<file path="config.mk">
export PLATFORM = sky130hd
export DESIGN_NAME = tmr_bank
export DESIGN_NICKNAME = d
export VERILOG_FILES = /design/src/rtl/tmr_pkg.sv /design/src/rtl/tmr_edge.sv /design/src/rtl/tmr_unit.sv /design/src/rtl/tmr_bank.sv
export SDC_FILE = /design/constraint.sdc
export NUM_CORES = 2
export LEC_CHECK = 0
export ABC_AREA = 1
export BUFFER_PORTS_ARGS = -buffer_cell sky130_fd_sc_hd__clkbuf_2
export CAP_MARGIN = 15
export CORE_MARGIN = 1.5
export CORE_UTILIZATION = 30
export DETAILED_ROUTE_END_ITERATION = 7
export HOLD_SLACK_MARGIN = 0.1
export PLACE_DENSITY = 0.51
export REMOVE_ABC_BUFFERS = 1
export SLEW_MARGIN = 20
export SYNTH_ARGS = -nofsm -noshare
export SYNTH_HDL_FRONTEND = slang
export SYNTH_SLANG_ARGS = --single-unit
</file>
<file path="constraint.sdc">
create_clock -name clk -period 2.8 [get_ports clk]
set_input_delay 0.14 -clock clk [delete_from_list [all_inputs] [get_ports clk]]
set_output_delay 0.14 -clock clk [all_outputs]
set_load 0.03 [all_outputs]
</file>
<file path="src/rtl/tmr_pkg.sv">
// Shared types and register selects for the threshold-compare timer bank.
// Assumes a word-addressed port whose low two address bits pick the register.
package tmr_pkg;
    localparam int SEL_W = 2;

    typedef enum logic [SEL_W-1:0] {
        SEL_CTRL   = 2'd0,
        SEL_THRESH = 2'd1,
        SEL_COUNT  = 2'd2,
        SEL_STATUS = 2'd3
    } reg_sel_e;

    // Control word, run is bit0.
    typedef struct packed {
        logic level;    // bit3: hold interrupt as level
        logic invert;   // bit2: count falling input edges
        logic oneshot;  // bit1: stop after one hit
        logic run;      // bit0: counting enabled
    } tmr_ctrl_t;

    localparam int CTRL_W = $bits(tmr_ctrl_t);
endpackage

</file>
<file path="src/rtl/tmr_edge.sv">
// Synchronises one asynchronous timer input into the system clock domain and
// emits a one-cycle strobe per active edge. The polarity select is applied
// before the synchroniser, so toggling it may itself produce one strobe.
module tmr_edge #(
    parameter int SYNC_STAGES = 2
) (
    input  logic clk,
    input  logic rst_n,
    input  logic raw_i,
    input  logic invert_i,
    output logic edge_o
);
    logic [SYNC_STAGES-1:0] sync_q;
    logic                   prev_q;

    // Shift the polarity-adjusted input through the synchroniser chain.
    always_ff @(posedge clk) begin
        if (!rst_n) begin
            sync_q <= '0;
            prev_q <= 1'b0;
        end else begin
            sync_q <= {sync_q[SYNC_STAGES-2:0], raw_i ^ invert_i};
            prev_q <= sync_q[SYNC_STAGES-1];
        end
    end

    // Active edge: synchronised level high now, low one cycle before.
    always_comb edge_o = sync_q[SYNC_STAGES-1] & ~prev_q;

    initial begin
        if (SYNC_STAGES < 2) $error("tmr_edge: SYNC_STAGES must be at least 2");
    end
endmodule

</file>
<file path="src/rtl/tmr_unit.sv">
// One timer: control, threshold, count and sticky status registers, the
// threshold compare and the interrupt output stage. Write strobes arrive
// already decoded for this timer. A hit is count+1 >= threshold on a counted
// edge, so a threshold lowered below the running count still ends the cycle.
module tmr_unit
    import tmr_pkg::*;
#(
    parameter int CNT_W       = 16,
    parameter int DATA_W      = 32,
    parameter int SYNC_STAGES = 2
) (
    input  logic              clk,
    input  logic              rst_n,
    input  logic              tclk_i,
    input  logic              wr_ctrl_i,
    input  logic              wr_thr_i,
    input  logic              wr_stat_i,
    input  logic [DATA_W-1:0] wdata_i,
    output tmr_ctrl_t         ctrl_o,
    output logic [CNT_W-1:0]  thr_o,
    output logic [CNT_W-1:0]  cnt_o,
    output logic              stat_o,
    output logic              irq_o
);
    tmr_ctrl_t        ctrl_q;
    logic [CNT_W-1:0] thr_q;
    logic [CNT_W-1:0] cnt_q;
    logic [CNT_W:0]   cnt_inc;
    logic             stat_q;
    logic             pulse_q;
    logic             tick;
    logic             step;
    logic             hit;

    tmr_edge #(.SYNC_STAGES(SYNC_STAGES)) u_edge (
        .clk      (clk),
        .rst_n    (rst_n),
        .raw_i    (tclk_i),
        .invert_i (ctrl_q.invert),
        .edge_o   (tick)
    );

    // Compare the incremented count against the threshold on a counted edge.
    always_comb begin
        cnt_inc = {1'b0, cnt_q} + (CNT_W+1)'(1);
        step    = tick & ctrl_q.run;
        hit     = step & (cnt_inc >= {1'b0, thr_q});
    end

    // Control register; a software write outranks the one-shot self-stop.
    always_ff @(posedge clk) begin
        if (!rst_n)
            ctrl_q <= '0;
        else if (wr_ctrl_i)
            ctrl_q <= tmr_ctrl_t'(wdata_i[CTRL_W-1:0]);
        else if (hit && ctrl_q.oneshot)
            ctrl_q.run <= 1'b0;
    end

    // Threshold register, writable at any time.
    always_ff @(posedge clk) begin
        if (!rst_n)
            thr_q <= '1;
        else if (wr_thr_i)
            thr_q <= wdata_i[CNT_W-1:0];
    end

    // Counter: advance on counted edges, restart from zero on a hit.
    always_ff @(posedge clk) begin
        if (!rst_n)
            cnt_q <= '0;
        else if (step)
            cnt_q <= hit ? '0 : cnt_inc[CNT_W-1:0];
    end

    // Sticky status: a hit sets it and wins over a write-one clear.
    always_ff @(posedge clk) begin
        if (!rst_n)
            stat_q <= 1'b0;
        else if (hit)
            stat_q <= 1'b1;
        else if (wr_stat_i && wdata_i[0])
            stat_q <= 1'b0;
    end

    // One-cycle registered copy of the hit for pulse signalling.
    always_ff @(posedge clk) begin
        if (!rst_n)
            pulse_q <= 1'b0;
        else
            pulse_q <= hit;
    end

    // Interrupt form chosen per timer.
    always_comb irq_o = ctrl_q.level ? stat_q : pulse_q;

    always_comb begin
        ctrl_o = ctrl_q;
        thr_o  = thr_q;
        cnt_o  = cnt_q;
        stat_o = stat_q;
    end

    // a pulse interrupt never lasts two cycles.
    p_pulse_width_r7: assert property (@(posedge clk) disable iff (!rst_n)
        (!ctrl_q.level && pulse_q) |=> !pulse_q);

    // level status holds until a clear write.
    p_status_hold_r8: assert property (@(posedge clk) disable iff (!rst_n)
        (stat_q && !(wr_stat_i && wdata_i[0])) |=> stat_q);

    // a hit always leaves status set, even against a clear.
    p_set_wins_r9: assert property (@(posedge clk) disable iff (!rst_n)
        hit |=> stat_q);

    // a hit returns the count to zero.
    p_wrap_zero_r5: assert property (@(posedge clk) disable iff (!rst_n)
        hit |=> (cnt_q == '0));

    // a one-shot hit drops the run bit.
    p_oneshot_stop_r6: assert property (@(posedge clk) disable iff (!rst_n)
        (hit && ctrl_q.oneshot && !wr_ctrl_i) |=> !ctrl_q.run);

    // a stopped timer keeps its count.
    p_hold_stopped_r11: assert property (@(posedge clk) disable iff (!rst_n)
        !ctrl_q.run |=> $stable(cnt_q));

    // each counted edge below threshold adds exactly one.
    p_single_step_r3: assert property (@(posedge clk) disable iff (!rst_n)
        (tick && ctrl_q.run && !hit) |=> (cnt_q == $past(cnt_q) + CNT_W'(1)));
endmodule

</file>
<file path="src/rtl/tmr_bank.sv">
// Bank of threshold-compare timers behind one word-addressed register port.
// Address = {timer index, register select}; reads are combinational from the
// address, writes take effect on the clock edge where bus_wr_i is high.
module tmr_bank
    import tmr_pkg::*;
#(
    parameter int N_TMR       = 16,
    parameter int CNT_W       = 16,
    parameter int DATA_W      = 32,
    parameter int SYNC_STAGES = 2,
    localparam int IDX_W      = (N_TMR > 1) ? $clog2(N_TMR) : 1,
    localparam int ADDR_W     = IDX_W + SEL_W
) (
    input  logic              clk,
    input  logic              rst_n,
    input  logic [N_TMR-1:0]  tmr_clk_i,
    input  logic              bus_wr_i,
    input  logic [ADDR_W-1:0] bus_addr_i,
    input  logic [DATA_W-1:0] bus_wdata_i,
    output logic [DATA_W-1:0] bus_rdata_o,
    output logic [N_TMR-1:0]  irq_o
);
    logic [IDX_W-1:0] idx;
    reg_sel_e         sel;

    tmr_ctrl_t        ctrl_a [N_TMR];
    logic [CNT_W-1:0] thr_a  [N_TMR];
    logic [CNT_W-1:0] cnt_a  [N_TMR];
    logic [N_TMR-1:0] stat_a;

    // Split the word address into timer index and register select.
    always_comb begin
        idx = bus_addr_i[ADDR_W-1:SEL_W];
        sel = reg_sel_e'(bus_addr_i[SEL_W-1:0]);
    end

    for (genvar g = 0; g < N_TMR; g++) begin : g_tmr
        logic me;
        always_comb me = bus_wr_i && (idx == IDX_W'(g));

        tmr_unit #(
            .CNT_W       (CNT_W),
            .DATA_W      (DATA_W),
            .SYNC_STAGES (SYNC_STAGES)
        ) u_unit (
            .clk       (clk),
            .rst_n     (rst_n),
            .tclk_i    (tmr_clk_i[g]),
            .wr_ctrl_i (me && sel == SEL_CTRL),
            .wr_thr_i  (me && sel == SEL_THRESH),
            .wr_stat_i (me && sel == SEL_STATUS),
            .wdata_i   (bus_wdata_i),
            .ctrl_o    (ctrl_a[g]),
            .thr_o     (thr_a[g]),
            .cnt_o     (cnt_a[g]),
            .stat_o    (stat_a[g]),
            .irq_o     (irq_o[g])
        );
    end

    // Read multiplexer; absent timers and unused bits read zero.
    always_comb begin
        bus_rdata_o = '0;
        if (int'(idx) < N_TMR) begin
            case (sel)
                SEL_CTRL:   bus_rdata_o[CTRL_W-1:0] = ctrl_a[idx];
                SEL_THRESH: bus_rdata_o[CNT_W-1:0]  = thr_a[idx];
                SEL_COUNT:  bus_rdata_o[CNT_W-1:0]  = cnt_a[idx];
                default:    bus_rdata_o[0]          = stat_a[idx];
            endcase
        end
    end

    // no interrupt is raised in the cycle after reset.
    p_reset_quiet_r1: assert property (@(posedge clk)
        !rst_n |=> (irq_o == '0));
endmodule

</file>
==> results.md <==
- Of all cell types, the one taking the most synthesized area is sky130_fd_sc_hd__dfxtp_1.
- The standard cell core area is about 140000 um2.
- The post-synthesis compound-gate area fraction is about 16%.
- By count the netlist is led by sky130_fd_sc_hd__nand2_1 (1677), sky130_fd_sc_hd__inv_1 (935), sky130_fd_sc_hd__nor2_1 (702).
- The flow ran to the end, and the final reports show no timing, DRC or antenna violations.
- The delay of the slowest critical-path stage is 410 ps.
- After detailed routing, the average wire length per cell comes to 19.6 um.
- The worst endpoint required time is 2660 ps.
- Multiplexer cells account for 0.412% of the synthesized area.
- The total length of routed wires is 168000 um.
- The clock reaches the later pin of the worst-skew pair after 690 ps.
- The overflow left after global routing is 0.
- The number of cells on the worst reg-to-reg path is 17.
- Buffers inserted during clock tree synthesis total 84.
- The worst hold path passes through 5 cells.
- The number of flip-flops and latches in the synthesized netlist is 656.
- The critical path goes through inv_1 -> o21ai_0 -> o21ai_2 -> nand2_1 -> o21ai_0 -> a21oi_2 -> clkbuf_2.
- The fraction of final layout cells sized beyond drive strength 1 is 16.4%.
- In the synthesized netlist the async set-or-reset flop fraction comes to 0%.
- Once routing completed, OpenROAD measured the worst setup slack at around 18 ps.
- The average cell area after synthesis is 6.51 um2.
- TritonCTS built the clock tree.
- Entering global routing, the biggest net connects 102 pins.
- At the end of routability-driven placement, the weighted congestion stood at 1.01.
- The worst pin sits at a relative slew slack of 30.8%.
- After detailed routing, the wire length on met1 is 76500 um.
- The most used flip-flop cell after synthesis is sky130_fd_sc_hd__dfxtp_1.
- The maximum VDD drop is 0.410 mV.
- Setup slack on the worst reg-to-reg path comes out at 100 ps.
- The wire length of the first global-routing pass is around 240000 um.
- The die outline area is around 140000 um2.
- The total leakage power is between 20 and 30 nW.
- The worst-path maximum fanout is 3.
- Ranked by total cell area, the synthesized netlist is headed by sky130_fd_sc_hd__dfxtp_1 (32%), sky130_fd_sc_hd__nand2_1 (15%), sky130_fd_sc_hd__inv_1 (8.4%), sky130_fd_sc_hd__ha_1 (8.3%), sky130_fd_sc_hd__nor2_1 (6.3%).
- The clock period minus worst slack is 2780 ps.
- The fraction of synthesized cell area taken by the top area cell type is 31.6%.
- The initial utilization of the core area, before any placement, comes to 30.2%.
- Across the run, the number of max-cap violations was 0.
- STA classifies the critical path endpoint as an output pin.
- The detail-routed via count per cell is approximately 4.9.
- The number of flops mapped to enable cells by yosys is 0.
- Clock-pin slew was measured on the worst setup and hold paths at 60 ps.
- The number of global-route vias before repair is 38.8k.
- Among the stages of the critical path, the cell type that occurs most often is sky130_fd_sc_hd__o21ai_0.
- Global routing consumed, over all layers together, between 20% and 30% of the routing resources.
- Detailed routing placed a total of 12700 um of wire on met3.
- In this run the critical register-to-register path is launched from g_tmr[12].u_unit.cnt_o[1].
- The number of unique standard cell types used by synthesis is 46.
- The count of synthesis-stage warnings from yosys is 0.
- The count of final max-slew check failures was 0.
- The path type of the worst min-delay path is input pin to register.
- The H-tree was split into 3 levels.
- The layout has ~15k filler cells.
- Setup repair after global routing could not meet its margin everywhere.
- The antenna diode count is 0.
- The first detailed-routing pass ran for 6 iterations.
- The post-detailed-route count of antenna-violating nets is 0.
- The areal power density over the cells is 439 nW/um2.
- The number of antenna violations at the first check in global routing was 10.
- The maximum clock skew at final layout is 26.4 ps.
- The final number of hold-violating endpoints came to 0.
- The data arrival time at the worst-slack endpoint is between 2000 and 3000 ps.
- The capture point of the worst reg-to-reg path is g_tmr[12].u_unit.cnt_o[13].
- Clock tree synthesis selected as its root buffer the cell sky130_fd_sc_hd__clkbuf_16.
- Once detailed placement completed, the half-perimeter wirelength came to 126000 um.
- Prior to clock tree synthesis, the placed netlist has a worst setup slack of -137 ps.
- The final worst-path cycle share is 99.4%.
- Port buffering added 72 buffers.
- The startpoint kind of the worst setup timing path is a register.
- Pin placement for this block handled ~110 I/O pins.
- The critical path is of the register to output pin type.
- The largest individual stage delay along the critical path comes from the cell sky130_fd_sc_hd__a21oi_2.
- The number of core rows is 136.
- Across all layers, the routed design uses ~42k vias.
- Compared with the post-synthesis result, the final layout area differs by 23.5%.
- The clock passes through at most 3 buffers.
- The top layer reached by signal wires is met5.
- The starting DRC count in detailed routing is between 4k and 5k.
- The instance count of the mapped netlist is 6388.
- The end of the worst hold path is g_tmr[4].u_unit.ctrl_o[2].
- The share of the yosys chip area belonging to registers is between 30% and 40%.
- From left edge to right edge, the die measures around 380 um.
- The synthesized netlist occupies a cell area of 41600 um2.
- The most frequent cell after synthesis is sky130_fd_sc_hd__nand2_1.
- The number of setup violations in the final report is 0.
- The simple-gate portion of the synthesized area is 28.4%.
- The DRC violation count after routing is 0.
- The main combinational cell family by area after synthesis is simple AND/OR/NAND/NOR gates.
- From bottom edge to top edge, the die measures 375 um.
- The maximum achievable frequency is about 360 MHz.
- The number of sinks on the clock net is 656.
- The critical hold path startpoint is bus_addr_i[1].
- The amount of wire on met2 after detailed routing is 72200 um.
- Cells fill 37.3% of the core in the end.
- After Yosys synthesis, XOR and XNOR cells account for 3.25% of the synthesized area.
- The slew at the pin closest to its max-slew limit is 1040 ps.
- The count of nets after finishing is approximately 7k.
- The synthesized netlist devotes under 10% of its cell area to adder and majority cells.
-- cells by family after synthesis --
group | count (synthesis)
xor gates and xnor gates | 154
AOI/OAI and AO/OA | 1151
other | 1
DFF | 656
adders and majority gates | 277
and+or+nand+nor | 2868
muxes | 16
buffers and inverters | 1265
-- sequential cells by signal, summed over array words and instances, names as in the netlist --
signal,count
g_tmr.u_unit.ctrl_o,64
g_tmr.u_unit.thr_o,256
g_tmr.u_unit.pulse_q,16
g_tmr.u_unit.cnt_o,256
g_tmr.u_unit.u_edge.sync_q,32
g_tmr.u_unit.stat_o,16
g_tmr.u_unit.u_edge.prev_q,16
-- worst max-delay path, delay by kind of cell, from the launching register on --
family | cells | cell delay [ps]
AOI/OAI and AO/OA | 4 | 1070
buffers and inverters | 2 | 400
DFF | 1 | 380
and+or+nand+nor | 1 | 100
-- worst max-delay path by stage --
stage | startpoint | end | slack, ps | cells after the start
6_report | g_tmr[7].u_unit.cnt_o[14] | bus_rdata_o[14] | 20 | 7
5_1_grt | g_tmr[12].u_unit.cnt_o[9] | g_tmr[12].u_unit.cnt_o[10] | -70 | 18
4_1_cts | g_tmr[7].u_unit.cnt_o[4] | bus_rdata_o[4] | 2 | 9
3_5_place_dp | g_tmr[8].u_unit.cnt_o[1] | g_tmr[8].u_unit.cnt_o[13] | -140 | 17
3_3_place_gp | g_tmr[8].u_unit.cnt_o[1] | g_tmr[8].u_unit.cnt_o[6] | -130 | 17
2_1_floorplan | bus_addr_i[3] | g_tmr[10].u_unit.thr_o[10] | -690 | 7
-- layout by cell type, fill, tap and decap left out, types with 81 or more instances in the layout --
| cell | n |
|---|---|
| sky130_fd_sc_hd__nand2_1 | 1628 |
| sky130_fd_sc_hd__inv_1 | 927 |
| sky130_fd_sc_hd__dfxtp_1 | 595 |
| sky130_fd_sc_hd__nor2_1 | 586 |
| sky130_fd_sc_hd__o21ai_0 | 435 |
| sky130_fd_sc_hd__buf_4 | 382 |
| sky130_fd_sc_hd__a21oi_1 | 279 |
| sky130_fd_sc_hd__ha_1 | 256 |
| sky130_fd_sc_hd__nand3_1 | 195 |
| sky130_fd_sc_hd__o211ai_1 | 182 |
| sky130_fd_sc_hd__nor2_2 | 108 |
| sky130_fd_sc_hd__nand4_1 | 92 |
| sky130_fd_sc_hd__clkbuf_16 | 89 |
| sky130_fd_sc_hd__xor2_1 | 86 |
| sky130_fd_sc_hd__o22ai_1 | 81 |
-- metrics by stage --
step	cells	setup TNS [ps]	hold slack (ps)	power, W	cell area, um2
3_5_place_dp	8336	-3900	396	0.0111	46100
5_1_grt	8562	-2770	245	0.0232	51300
2_1_floorplan	6091	-64210	224	0.0102	40100
3_3_place_gp	8336	-2730	392	0.0111	46100
4_1_cts	8513	0	174	0.0227	49300
6_report	8562	0	251	0.0225	51300
-- per-layer routing --
layer / GRT usage, % / vias up
met2: 35.3 / 1421
li1: - / 21000
met1: 32.3 / 19600
met3: 3.88 / 263
met4: 7.98 / 12
met5: 0 / -
-- final cells by class --
type / count / area [um2] / share of cell area [%]
multi-input cells: 4487 / 25100 / 48.9
clock inverters: 34 / 434 / 0.846
inverters: 953 / 3580 / 6.98
repair buffers: 518 / 4310 / 8.39
flip-flops and latches: 656 / 13200 / 25.8
clock buffers: 120 / 2440 / 4.75
well taps: 1794 / 2240 / 4.37
-- what timing repair did --
item | CTS | global route
pin swaps | 6 | 108
hold buffers | 19 | 0
endpoints found under the setup margin | 125 | 317
setup buffers | 4 | 42
resized for setup | 41 | 446
gates cloned | 0 | 8
endpoints found under the hold margin | 184 | 0
-- where the power goes --
part | leakage, nW | switching [W] | total [W] | internal, W
combinational | 18.3 | 0.00121 | 0.00163 | 0.000424
clock | 1.42 | 0.00460 | 0.0115 | 0.00689
sequential | 5.34 | 0.0000281 | 0.00942 | 0.00939
Note: power is estimated with default switching activity, not from simulation.
